## config.mk

```make
export PLATFORM = sky130hd
export DESIGN_NAME = te_mframe_tracker
export DESIGN_NICKNAME = d
export VERILOG_FILES = /design/src/rtl/mf_pkg.sv /design/src/rtl/mf_tracker.sv /design/src/rtl/s_collector.sv /design/src/rtl/q_inserter.sv /design/src/rtl/te_mframe_tracker.sv
export SDC_FILE = /design/constraint.sdc
export NUM_CORES = 1
export LEC_CHECK = 0
export BUFFER_PORTS_ARGS = -buffer_cell sky130_fd_sc_hd__buf_4
export CAP_MARGIN = 25
export CORE_UTILIZATION = 45
export CTS_CLUSTER_DIAMETER = 50
export DETAILED_ROUTE_END_ITERATION = 10
export GPL_TIMING_DRIVEN = 0
export HOLD_SLACK_MARGIN = 0.02
export PLACE_DENSITY = 0.67
export SETUP_SLACK_MARGIN = 0.15
export SLEW_MARGIN = 20
export SYNTH_ARGS = -nofsm -noshare
export SYNTH_HDL_FRONTEND = slang
export SYNTH_SLANG_ARGS = --single-unit
```

## constraint.sdc

```tcl
create_clock -name clk -period 5.9 [get_ports clk]
set_clock_uncertainty 0.05 [all_clocks]
set_input_delay 0.295 -clock clk [delete_from_list [all_inputs] [get_ports clk]]
set_output_delay 0.295 -clock clk [all_outputs]
set_load 0.05 [all_outputs]
```

## src/rtl/mf_pkg.sv

```systemverilog
package mf_pkg;
    localparam int GRP_LEN = 5;
    localparam int GRP_CNT = 4;
    localparam int MF_LEN  = GRP_LEN * GRP_CNT;
    localparam int POS_W   = $clog2(MF_LEN);
    localparam int GPOS_W  = $clog2(GRP_LEN);
    localparam int GIDX_W  = $clog2(GRP_CNT);

    typedef logic [POS_W-1:0]  pos_t;
    typedef logic [GPOS_W-1:0] gpos_t;
    typedef logic [GIDX_W-1:0] gidx_t;

    typedef struct packed {
        logic fa;
        logic n;
        logic m;
        logic s;
    } rx_ovh_t;

    typedef struct packed {
        logic  locked;
        logic  aligned;
        logic  accept;
        pos_t  pos;
    } frm_info_t;

    function automatic pos_t s_index(input pos_t p);
        int pi;
        pi = int'(p);
        return pos_t'((pi % GRP_LEN) * GRP_CNT + pi / GRP_LEN);
    endfunction

    function automatic gidx_t grp_of(input pos_t p);
        return gidx_t'(int'(p) / GRP_LEN);
    endfunction
endpackage

```

## src/rtl/mf_tracker.sv

```systemverilog
module mf_tracker
    import mf_pkg::*;
(
    input  logic      clk,
    input  logic      rst,
    input  logic      stb,
    input  rx_ovh_t   rx,
    output frm_info_t info,
    output logic      locked_o,
    output pos_t      pos_o
);
    logic  locked_q, locked_n;
    logic  cand_q, cand_n;
    logic  miss_q, miss_n;
    logic  aligned_q, aligned_n;
    gpos_t gpos_q, gpos_n;
    pos_t  pos_q, pos_n;
    logic  accept, start, gpos_last;
    gpos_t gpos_inc;

    always_comb begin
        locked_n  = locked_q;
        cand_n    = cand_q;
        miss_n    = miss_q;
        aligned_n = aligned_q;
        gpos_n    = gpos_q;
        accept    = 1'b0;
        start     = rx.fa & ~rx.n;
        gpos_last = (gpos_q == gpos_t'(GRP_LEN - 1));
        gpos_inc  = gpos_last ? '0 : gpos_q + 1'b1;

        if (!locked_q) begin
            if (start) begin
                if (cand_q && gpos_last) begin
                    locked_n = 1'b1;
                    accept   = 1'b1;
                    miss_n   = 1'b0;
                end
                cand_n = 1'b1;
                gpos_n = '0;
            end else if (cand_q) begin
                if (gpos_last) cand_n = 1'b0;
                else           gpos_n = gpos_inc;
            end
        end else begin
            gpos_n = gpos_inc;
            if (gpos_last) begin
                if (start) begin
                    accept = 1'b1;
                    miss_n = 1'b0;
                end else if (miss_q) begin
                    locked_n = 1'b0;
                    cand_n   = 1'b0;
                end else begin
                    miss_n = 1'b1;
                end
            end
        end

        pos_n = (pos_q == pos_t'(MF_LEN - 1)) ? '0 : pos_q + 1'b1;
        if (accept && rx.m) begin
            pos_n     = '0;
            aligned_n = 1'b1;
        end
        if (!locked_n) aligned_n = 1'b0;

        info = '{locked: locked_n, aligned: aligned_n, accept: accept, pos: pos_n};
    end

    always_ff @(posedge clk) begin
        if (rst) begin
            locked_q  <= 1'b0;
            cand_q    <= 1'b0;
            miss_q    <= 1'b0;
            aligned_q <= 1'b0;
            gpos_q    <= '0;
            pos_q     <= '0;
        end else if (stb) begin
            locked_q  <= locked_n;
            cand_q    <= cand_n;
            miss_q    <= miss_n;
            aligned_q <= aligned_n;
            gpos_q    <= gpos_n;
            pos_q     <= pos_n;
        end
    end

    assign locked_o = locked_q;
    assign pos_o    = pos_q;


    lock_on_frame_chk: assert property (@(posedge clk) disable iff (rst)
        $rose(locked_q) |-> $past(stb));


    drop_on_frame_chk: assert property (@(posedge clk) disable iff (rst)
        $fell(locked_q) |-> $past(stb));


    pos_range_chk: assert property (@(posedge clk) disable iff (rst)
        (int'(pos_q) < MF_LEN) && (int'(gpos_q) < GRP_LEN));
endmodule

```

## src/rtl/s_collector.sv

```systemverilog
module s_collector
    import mf_pkg::*;
(
    input  logic        clk,
    input  logic        rst,
    input  logic        stb,
    input  frm_info_t   info,
    input  logic        rx_m,
    input  logic        rx_s,
    output logic [MF_LEN-1:0] word_o,
    output logic        valid_o,
    output logic        ovh_bit_o,
    output logic        ovh_is_m_o
);
    logic [MF_LEN-1:0] shadow_q, shadow_n;
    logic              cap, last;
    logic              m_q, s_q, phase_q;

    always_comb begin
        cap      = stb && info.locked && info.aligned;
        last     = (info.pos == pos_t'(MF_LEN - 1));
        shadow_n = shadow_q;
        if (cap) shadow_n[s_index(info.pos)] = rx_s;
    end

    always_ff @(posedge clk) begin
        if (rst) begin
            shadow_q <= '0;
            word_o   <= '0;
            valid_o  <= 1'b0;
            m_q      <= 1'b0;
            s_q      <= 1'b0;
            phase_q  <= 1'b0;
        end else begin
            valid_o <= cap && last;
            phase_q <= stb;
            if (cap) shadow_q <= shadow_n;
            if (cap && last) word_o <= shadow_n;
            if (stb) begin
                m_q <= rx_m;
                s_q <= rx_s;
            end
        end
    end

    assign ovh_is_m_o = phase_q;
    assign ovh_bit_o  = phase_q ? m_q : s_q;


    m_phase_chk: assert property (@(posedge clk) disable iff (rst)
        ovh_is_m_o |=> !ovh_is_m_o || $past(stb));


    valid_pulse_chk: assert property (@(posedge clk) disable iff (rst)
        valid_o |=> !valid_o);
endmodule

```

## src/rtl/q_inserter.sv

```systemverilog
module q_inserter
    import mf_pkg::*;
(
    input  logic              clk,
    input  logic              rst,
    input  logic              stb,
    input  frm_info_t         info,
    input  logic [GRP_CNT-1:0] q_bits,
    output logic              tx_fa_o
);
    logic ins;

    always_comb ins = info.accept && info.locked && info.aligned;

    always_ff @(posedge clk) begin
        if (rst)      tx_fa_o <= 1'b0;
        else if (stb) tx_fa_o <= ins ? q_bits[grp_of(info.pos)] : 1'b0;
    end


    tx_hold_chk: assert property (@(posedge clk) disable iff (rst)
        !stb |=> $stable(tx_fa_o));
endmodule

```

## src/rtl/te_mframe_tracker.sv

```systemverilog
module te_mframe_tracker
    import mf_pkg::*;
(
    input  logic        clk,
    input  logic        rst,
    input  logic        frame_stb,
    input  logic        rx_fa,
    input  logic        rx_n,
    input  logic        rx_m,
    input  logic        rx_s,
    input  logic [3:0]  q_nibble,
    output logic        tx_fa,
    output logic        locked,
    output logic [4:0]  mf_pos,
    output logic        ovh_bit,
    output logic        ovh_is_m,
    output logic [19:0] s_word,
    output logic        s_valid
);
    rx_ovh_t   rx;
    frm_info_t info;

    assign rx = '{fa: rx_fa, n: rx_n, m: rx_m, s: rx_s};

    mf_tracker u_trk (
        .clk(clk), .rst(rst), .stb(frame_stb), .rx(rx),
        .info(info), .locked_o(locked), .pos_o(mf_pos)
    );

    s_collector u_scol (
        .clk(clk), .rst(rst), .stb(frame_stb), .info(info),
        .rx_m(rx_m), .rx_s(rx_s), .word_o(s_word), .valid_o(s_valid),
        .ovh_bit_o(ovh_bit), .ovh_is_m_o(ovh_is_m)
    );

    q_inserter u_qins (
        .clk(clk), .rst(rst), .stb(frame_stb), .info(info),
        .q_bits(q_nibble), .tx_fa_o(tx_fa)
    );


    tx_needs_lock_chk: assert property (@(posedge clk) disable iff (rst)
        tx_fa |-> locked);


    word_needs_lock_chk: assert property (@(posedge clk) disable iff (rst)
        s_valid |-> locked);
endmodule

```

# After elaboration in Yosys (flattened, before gate mapping)
# Cells that the tools add are included.
[op_classes]
add_sub_neg = 3
multipliers = 0
div = 2
magnitude_cmp = 3
eq_ne = 7
shifts = 0
mux = 38
n_bitwise = 2
reduce_logical = 14
[op_table]
columns = ["cell", "n"]
rows = [
  ["6-bit by 4-bit divider with 32-bit output (second input constant)", 1],
  ["6-bit by 4-bit modulo with 32-bit output (second input constant)", 1],
  ["1-bit two-way mux", 27],
  ["20-bit bitwise mux", 1],
  ["20-bit two-way mux", 1],
  ["3-bit two-way mux", 5],
  ["5-bit == test (second input constant)", 2],
  ["5-bit two-way mux", 2],
  ["1-bit logical AND", 8],
  ["4-bit AND reduction", 2],
  ["5-bit by 6-bit < comparator with 1-bit output (second input constant)", 1],
  ["2-bit inequality test (second input constant)", 3],
  ["5-bit by 1-bit adder with 5-bit output (second input constant)", 1],
  ["5-bit adder", 1],
  ["1-bit demux with 5-bit select", 1],
  ["5-bit by 1-bit greater-or-equal comparator with 1-bit output (second input constant)", 1],
  ["2-bit nonzero test", 2],
  ["3-bit by 1-bit adder with 3-bit output (second input constant)", 1],
  ["3-bit == test (second input constant)", 1],
  ["2-bit by 3-bit < comparator with 1-bit output (second input constant)", 1],
  ["3-bit by 1-bit inequality test with 1-bit output (second input constant)", 1],
  ["3-bit AND reduction", 1],
  ["3-bit nonzero test", 1],
  ["1-bit binary-select mux with 2-bit select", 1],
  ["2 further kinds", 2],
]
[word_totals]
ff_bits = 57
latchBits = 0
mem_bits_rw = 0
mem_bits_ro = 0
input_bits = 11
out_inout_bits = 30
word_cells = 82
mem_count = 0

# Logic depth before layout (Yosys ltp)
# Gate-level depths: netlist (run 1).
[logic_depth]
ltp_word = 15
ltp_mapped = 28
mapped_depth_nobuf = 28

# By module
# Synthesis (run 1) repeated with hierarchy kept, for this count alone.
[hier_totals]
hier_cells = 431
hier_area_um2 = 3552.2
[modules_own_cells]
columns = ["module", "n_inst", "cells_per_inst", "area_per_inst_um2", "seq_area_each_um2"]
rows = [
  ["s_collector", 1, 286, 2432.3, 880.8],
  ["mf_tracker", 1, 100, 788.3, 240.2],
  ["q_inserter", 1, 45, 331.6, 20.0],
]

# Least setup slack after synthesis (run 1)
# OpenSTA, ideal clock, no wires.
[synth_timing]
kind = "register -> register"
from = "reg u_trk.pos_q[0] (netlist: u_trk.pos_o[0])"
to = "reg u_scol.word_o[15]"
setup_ns = 0.133
t_arrival_ns = 5.982
required_time_ns = 5.717
slack_ns = -0.264
stages_incl_launch_ff = 27
n_path_buf = 0
synth_period_minus_slack_ns = 6.164
cell_sequence = "dfxtp_1 -> ha_1 -> nand2b_1 -> o21ai_2 -> nand2_1 -> inv_1 -> ha_1 -> nor2_1 -> mux2_2 -> a21oi_2 -> mux2_2 -> inv_2 -> ha_1 -> o31ai_1 -> nand2_1 -> xnor2_1 -> ha_1 -> nor2b_1 -> a21oi_4 -> a211oi_1 -> xnor2_1 -> ha_1 -> ha_1 -> xnor3_2 -> nor4_2 -> mux2i_1 -> a211oi_2"
[synth_lines]
columns = ["element", "line", "text"]
rows = [
  ["start, declared", "mf_tracker.sv:17", "pos_t pos_q, pos_n;"],
  ["start signal, assigned", "mf_tracker.sv:84", "pos_q <= pos_n;"],
  ["end signal, assigned", "s_collector.sv:38", "if (cap && last) word_o <= shadow_n;"],
  ["end, declared", "s_collector.sv:10", "output logic [MF_LEN-1:0] word_o,"],
]

==> results.md, run 1 <==
- Vias in the first global route: 2598
- H-tree level count: 3
- Status: finished clean
- Seq/Total Area, Yosys: 0.366
- Top_reg_cell synth: dfxtp_1
- Initial antenna violation count: 0
- PD cells: 231 mW/mm²
- CTS clk-pin slew, worst paths: around 0.060 ns
- Syn Std Cell Area: roughly 0.0031 mm²
- HP Class: in -> reg
- Root Buffer: clkbuf_8
- Max-Cap Viols: 0
- 1st-pass router iterations: 4
- Share of cells above drive strength 1: 0.279
- RSZ-0062 raised after global routing: false
- Cells after DPL: between 400 and 500
- Core Box Area: 0.00653 mm²
- First-pass GRT wire length: 12200 µm
- Final Cell Area: between 0.003 and 0.004 mm²
- Top Ports: 41
- Post-DP HPWL: 5210 µm
- Required time of the critical path: 6.10 ns
- Die Y: 85.2 µm
- Mux cell area share after synthesis: 0.112
- Synth Area in XOR/XNOR: 0.0297
- Final Critical Period: 5.48 ns
- Simple-gate share of the synthesized area: 0.241
- Synthesized instance count: ~350
- Area grow syn2layout: 26.8%
- CTS Sinks: between 50 and 60
- Final hold vios: 0
- Period utilization: 0.929
- Util after Layout: 0.605
- Number of core rows: 29
- Port bufs: 38
- Hold Path Origin: rx_m
- Initial DRC Count: 127
- Worst-Skew Late Latency: 0.33 ns
- Initial core utilization: 0.477
- Main combinational cell family by area after synthesis: simple AND/OR/NAND/NOR gates
- Largest net degree at the start of global routing: 11
- # setup viols final: 0
- Slew HR: 0.539
- Avg Synthesized Cell Area: about 8.8 µm²
- FF-to-FF path depth: 27
- Setup CP Type: reg -> reg
- Final net count: approximately 440
- R2R Path Start: u_trk.pos_o[0]$_SDFFE_PP0P_
- Post-CTS Hold Buffers: 0
- Crit. End Element: register
- Hold Path Stages: 3
- Slowest stage delay, CP: 0.45 ns
- GP Congestion: a little under 0.9
- Worst path arrival time: 5.68 ns
- CP dominant cell by count: ha_2
- Maximum VDD drop: about 0.14 mV
- Compound-Gate Fraction of Synth Area: 0.157
- Synthesis warning total: 0
- Synth cell types: between 50 and 60
- Antenna cells: 0
- Async S/R FF share, synth: 0
- Tot GR Track Use: 0.211
- Overflow left after global routing: 0
- Clock tree buffer depth: 2
- Drt wl/cell: 14.8 µm
- Syn nets: 377
- Width of the die: 85.2 µm
- Placed cell areas: 0.00352 mm²
- Startpoint Class: register
- Most common cell after layout, fill and taps aside: nor2_1
- Post-route insts no fill: 493
- Vias per inst: between 5 and 6
- Die area: 0.00727 mm²
- Via count: 2669
- Least-Margin Pin Slew: 0.686 ns
- Critical path fanouts, max: 7
- Num CTS Buffers: 9
- Leakage: 1.56 nW
- Post-synth EDFFs: 0
- Post-Synth Adder-Cell Area: 0.0522
- Most frequent cells in the layout: nor2_1, dfxtp_1, buf_4
- Synth Register Bits: 57
- Sum Neg Setup Slack: 0 ns
- CP max stage cell: or4_4
- Critical path origin: u_trk.pos_o[0]$_SDFFE_PP0P_
- Max Fclk: roughly 0.18 GHz
- TritonCTS clock tree: yes
- Slew Limit Fails: 0
- PnR Total Power: slightly above 900 µW
- Antenna viol nets, final: 0
- Remaining DRCs: 0
- DRT Wirelength: 7300 µm
## area by class of cell
cell class / count / area [µm²]
Fill cell: 580 / 2580
Tap cell: 77 / 96.3
Multi-Input combinational cell: 265 / 2000
Sequential cell: 57 / 1150
Clock inverter: 3 / 43.8
Timing Repair Buffer: 47 / 353
Buffer: 16 / 68.8
Inverter: 15 / 61.3
Clock buffer: 13 / 180
## logic make-up after synthesis
family                     after synthesis
and+or+nand+nor                        143
AOI/OAI and AO/OA                       67
DFF                                     57
muxes                                   34
buffers and inverters                   31
adders and majority gates               13
xor gates and xnor gates                 8
## path summary, 6_finish.rpt
check	slack, ns	end
worst min register to register	0.44	u_trk.aligned_q$_SDFFE_PP0P_
worst max register to register	0.42	u_scol.word_o[16]$_SDFFE_PP0P_
worst max-delay path	0.42	u_scol.word_o[16]$_SDFFE_PP0P_
worst min-delay path	0.19	u_scol.m_q$_SDFFE_PP0P_
## flip-flops by register name, indices dropped and copies added (netlist names)
register	count
u_trk.cand_q	1
u_trk.aligned_q	1
u_trk.miss_q	1
u_scol.ovh_is_m_o	1
u_trk.pos_o	5
u_scol.shadow_q	20
u_trk.locked_o	1
u_scol.valid_o	1
u_scol.m_q	1
u_trk.gpos_q	3
u_scol.s_q	1
u_qins.tx_fa_o	1
u_scol.word_o	20
## repair_timing
item	in CTS	in global routing
buffers inserted	4	5
resized for setup	13	17
endpoints found under the setup margin	40	40
pin swaps	2	8
## power by group
| group | switching [mW] | internal (mW) | leakage [nW] |
|---|---|---|---|
| registers | 0.00372 | 0.388 | 0.463 |
| clock network | 0.157 | 0.245 | 0.115 |
| logic | 0.0698 | 0.0494 | 0.987 |
## through the flow
step / hold slack, ns / setup WS [ns]
floorplan: 0.392 / 0.195
global placement: 0.408 / -0.402
detailed placement: 0.429 / -0.524
CTS: 0.183 / 0.164
global route: 0.231 / 0.111
finish: 0.192 / 0.418
## per-layer routing
metal | vias to the layer above | wire (µm) | track usage
li1 | 1362 | - | -
met1 | 1256 | 3460 | 0.271
met2 | 41 | 3500 | 0.356
met3 | 10 | 233 | 0.0389
met4 | 0 | 106 | 0.0740
met5 | - | 0 | 0
## synth_stat cells (7+ instances only)
cell / count / area share
a21oi_1: 9 / 0.014
clkbuf_1: 14 / 0.017
nand4_1: 10 / 0.020
dfxtp_1: 57 / 0.37
nand2b_1: 7 / 0.014
o21ai_0: 10 / 0.016
nor2b_1: 12 / 0.024
mux2i_1: 29 / 0.093
inv_1: 12 / 0.014
nand2_1: 16 / 0.019
ha_1: 13 / 0.052
nor2_1: 65 / 0.078
a211oi_1: 21 / 0.051
## worst max-delay path: cells and delay by family (launching register included)
family          cells  cell delay (ns)
compound gates      6             1.14
xor+xnor            2             0.40
fa+ha+maj           6             1.24
buf+inv             2             0.14
flops               1             0.37
mux                 3             0.69
simple gates        8             1.35
No activity file was read; power rests on OpenSTA's default activity.
==> inputs of run 2 (changes only) <==
==> constraint.sdc (replaced) <==
create_clock -name clk -period 5.9 [get_ports clk]
set_clock_uncertainty 0.05 [all_clocks]
set_input_delay 0.885 -clock clk [delete_from_list [all_inputs] [get_ports clk]]
set_output_delay 0.885 -clock clk [all_outputs]
set_load 0.05 [all_outputs]
==> results.md, run 2 (synthesis gave the netlist of run 1 again) <==
- Flop pwr share: 0.430 (about the same)
- Slowest stage delay, CP: 0.45 ns (about the same)
- Crit. End Element: register (unchanged)
- CP Buf/Inv Count: 5 (was 2)
- # setup viols final: 0 (unchanged)
- RSZ-0062 raised after global routing: false (unchanged)
- Area grow syn2layout: 27.2% (was 26.8%)
- 1st-pass router iterations: 4 (unchanged)
- Required time of the critical path: 6.05 ns (was 6.10 ns)
- Slew HR: 0.467 (was 0.539)
- Clock tree buffer depth: 2 (unchanged)
- GP Congestion: 0.860 (was 0.880)
- Initial antenna violation count: 0 (unchanged)
- Slew Limit Fails: 0 (unchanged)
- Filler instances: 589 (was 580)
- Initial DRC Count: 83 (was 127)
- Switching power: 228 µW (was 230 µW)
- Remaining DRCs: 0 (unchanged)
- CP max stage cell: or4_4 (unchanged)
- Leakage: 1.60 nW (was 1.56 nW)
- Antenna cells: 0 (unchanged)
- Worst path arrival time: 5.71 ns (was 5.68 ns)
- TritonCTS clock tree: yes (unchanged)
- Final hold vios: 0 (unchanged)
- Maximum VDD drop: 0.220 mV (was 0.144 mV)
- Share of cells above drive strength 1: 0.276 (was 0.279)
- Top routing layer in use: met4 (unchanged)
- Core Box Area: 0.00653 mm² (unchanged)
- Die Y: 85.2 µm (unchanged)
- Num CTS Buffers: 9 (unchanged)
- Tot GR Track Use: 0.216 (was 0.211)
- Cell Int Power: 686 µW (was 682 µW)
- Vias per inst: 5.52 (was 5.41)
- H-tree level count: 3 (unchanged)
- Cells after DPL: 468 (unchanged)
- Status: finished clean (unchanged)
- Post-CTS Hold Buffers: 0 (unchanged)
- Critical path fanouts, max: 7 (unchanged)
- Met3 wire length: 254 µm (was 233 µm)
- Top Ports: 41 (unchanged)
- CTS clk-pin slew, worst paths: 0.07 ns (was 0.06 ns)
- Post-DP HPWL: 5280 µm (was 5210 µm)
- CTS Sinks: 57 (unchanged)
- Overflow left after global routing: 0 (unchanged)
- Via count: 2727 (was 2669)
- First-pass GRT wire length: 12200 µm (about the same)
- Family with the most delay on the worst path: simple AND/OR/NAND/NOR gates (unchanged)
- Post-route insts no fill: 494 (was 493)
- Max Fclk: 0.180 GHz (was 0.182 GHz)
- Largest net degree at the start of global routing: 11 (unchanged)
- Metal2 WL: 3490 µm (was 3500 µm)
- PD cells: 230 mW/mm² (was 231 mW/mm²)
- Final Critical Period: 5.56 ns (was 5.48 ns)
- Die area: 0.00727 mm² (unchanged)
- Switching share of total power: 0.249 (was 0.252)
- Root Buffer: clkbuf_8 (unchanged)
- PnR Total Power: 914 µW (was 913 µW)
- Least-Margin Pin Slew: 0.792 ns (was 0.686 ns)
- Startpoint Class: input port (was register)
- Port bufs: 38 (unchanged)
- Setup CP Type: in -> reg (was reg -> reg)
- HP Class: reg -> reg (was in -> reg)
- Power share of the combinational group: 0.130 (was 0.131)
- Final net count: 436 (was 435)
- DRT Wirelength: 7430 µm (was 7300 µm)
- Antenna viol nets, final: 0 (unchanged)
- Drt wl/cell: 15.0 µm (was 14.8 µm)
- Number of core rows: 29 (unchanged)
- Width of the die: 85.2 µm (unchanged)
- Clock share of power: 0.440 (about the same)
- CP dominant cell by count: buf_4 (was ha_2)
- Initial core utilization: 0.477 (unchanged)
- Vias in the first global route: 2571 (was 2598)
- Period utilization: 0.943 (was 0.929)
- Most frequent cells in the layout: nor2_1, dfxtp_1, buf_4 (unchanged)
- Metal-1 WL: 3550 µm (was 3460 µm)
- WHS: 0.422 ns (was 0.192 ns)
- Max-Cap Viols: 0 (unchanged)
- Most common cell after layout, fill and taps aside: nor2_1 (unchanged)
- Worst-Skew Late Latency: 0.33 ns (about the same)
- Sum Neg Setup Slack: 0 ns (unchanged)
run 2: changes by cell type in the layout (fill, tap and decap cells not counted), moves of 2 or more:
cell     delta
xnor2_2     +2
mux2i_2     -2
mux2i_1     +2
dfxtp_4     -2
run 2: per-layer routing:
layer / track usage / up-vias
met5: 0 / -
met4: 0.0940 / 0
met3: 0.0379 / 16
met2: 0.364 / 48
met1: 0.271 / 1297
li1: - / 1366
run 2: layout make-up:
type / count / area, µm² / share of cell area
plain buffers: 16 / 68.8 / 0.0173
clock buffers: 11 / 141 / 0.0356
clock inverters: 5 / 78.8 / 0.0199
inverters: 15 / 61.3 / 0.0155
multi-input cells: 266 / 2020 / 0.510
flip-flops and latches: 57 / 1150 / 0.289
well taps: 77 / 96.3 / 0.0243
repair buffers: 47 / 353 / 0.0889
run 2: repair_timing:
action,CTS,global route
resized for setup,14,15
cloned,1,0
setup buffers,4,5
setup endpoints to repair,40,40
pin swaps,4,8
run 2: metrics by stage:
step | instance area [µm²] | utilization | setup WS, ns
6_report | 3970 | 0.607 | 0.337
2_1_floorplan | 3140 | - | 0.159
4_1_cts | 3870 | 0.592 | 0.131
3_3_place_gp | 3520 | 0.540 | -0.628
5_1_grt | 3970 | 0.607 | 0.111
3_5_place_dp | 3520 | 0.540 | -0.701
run 2: power groups by stage:
stage	Sequential, mW	Clock [mW]	Combinational, mW
global route	0.393	0.425	0.130
CTS	0.392	0.410	0.110
floorplan	0.406	0	0.0708
global placement	0.401	0	0.0984
detailed placement	0.401	0	0.100
finish	0.393	0.402	0.119
run 2: worst paths after layout:
kind / from / end / slack (ns) / cells past startpoint
worst max-delay path: rx_fa / u_scol.word_o[16]$_SDFFE_PP0P_ / 0.34 / 28
worst min-delay path: u_qins.tx_fa_o$_SDFFE_PP0P_ / u_qins.tx_fa_o$_SDFFE_PP0P_ / 0.42 / 2
worst max register to register: u_trk.gpos_q[0]$_SDFFE_PP0P_ / u_scol.word_o[16]$_SDFFE_PP0P_ / 0.38 / 29
worst min register to register: u_qins.tx_fa_o$_SDFFE_PP0P_ / u_qins.tx_fa_o$_SDFFE_PP0P_ / 0.42 / 2
run 2: worst register-to-register path: cells and delay by family (launching register included):
| family | cells | cell delay (ns) |
|---|---|---|
| mux | 4 | 0.95 |
| fa+ha+maj | 5 | 1.04 |
| buf+inv | 5 | 0.54 |
| flops | 1 | 0.33 |
| simple gates | 9 | 1.52 |
| xor+xnor | 1 | 0.16 |
| compound gates | 5 | 0.81 |
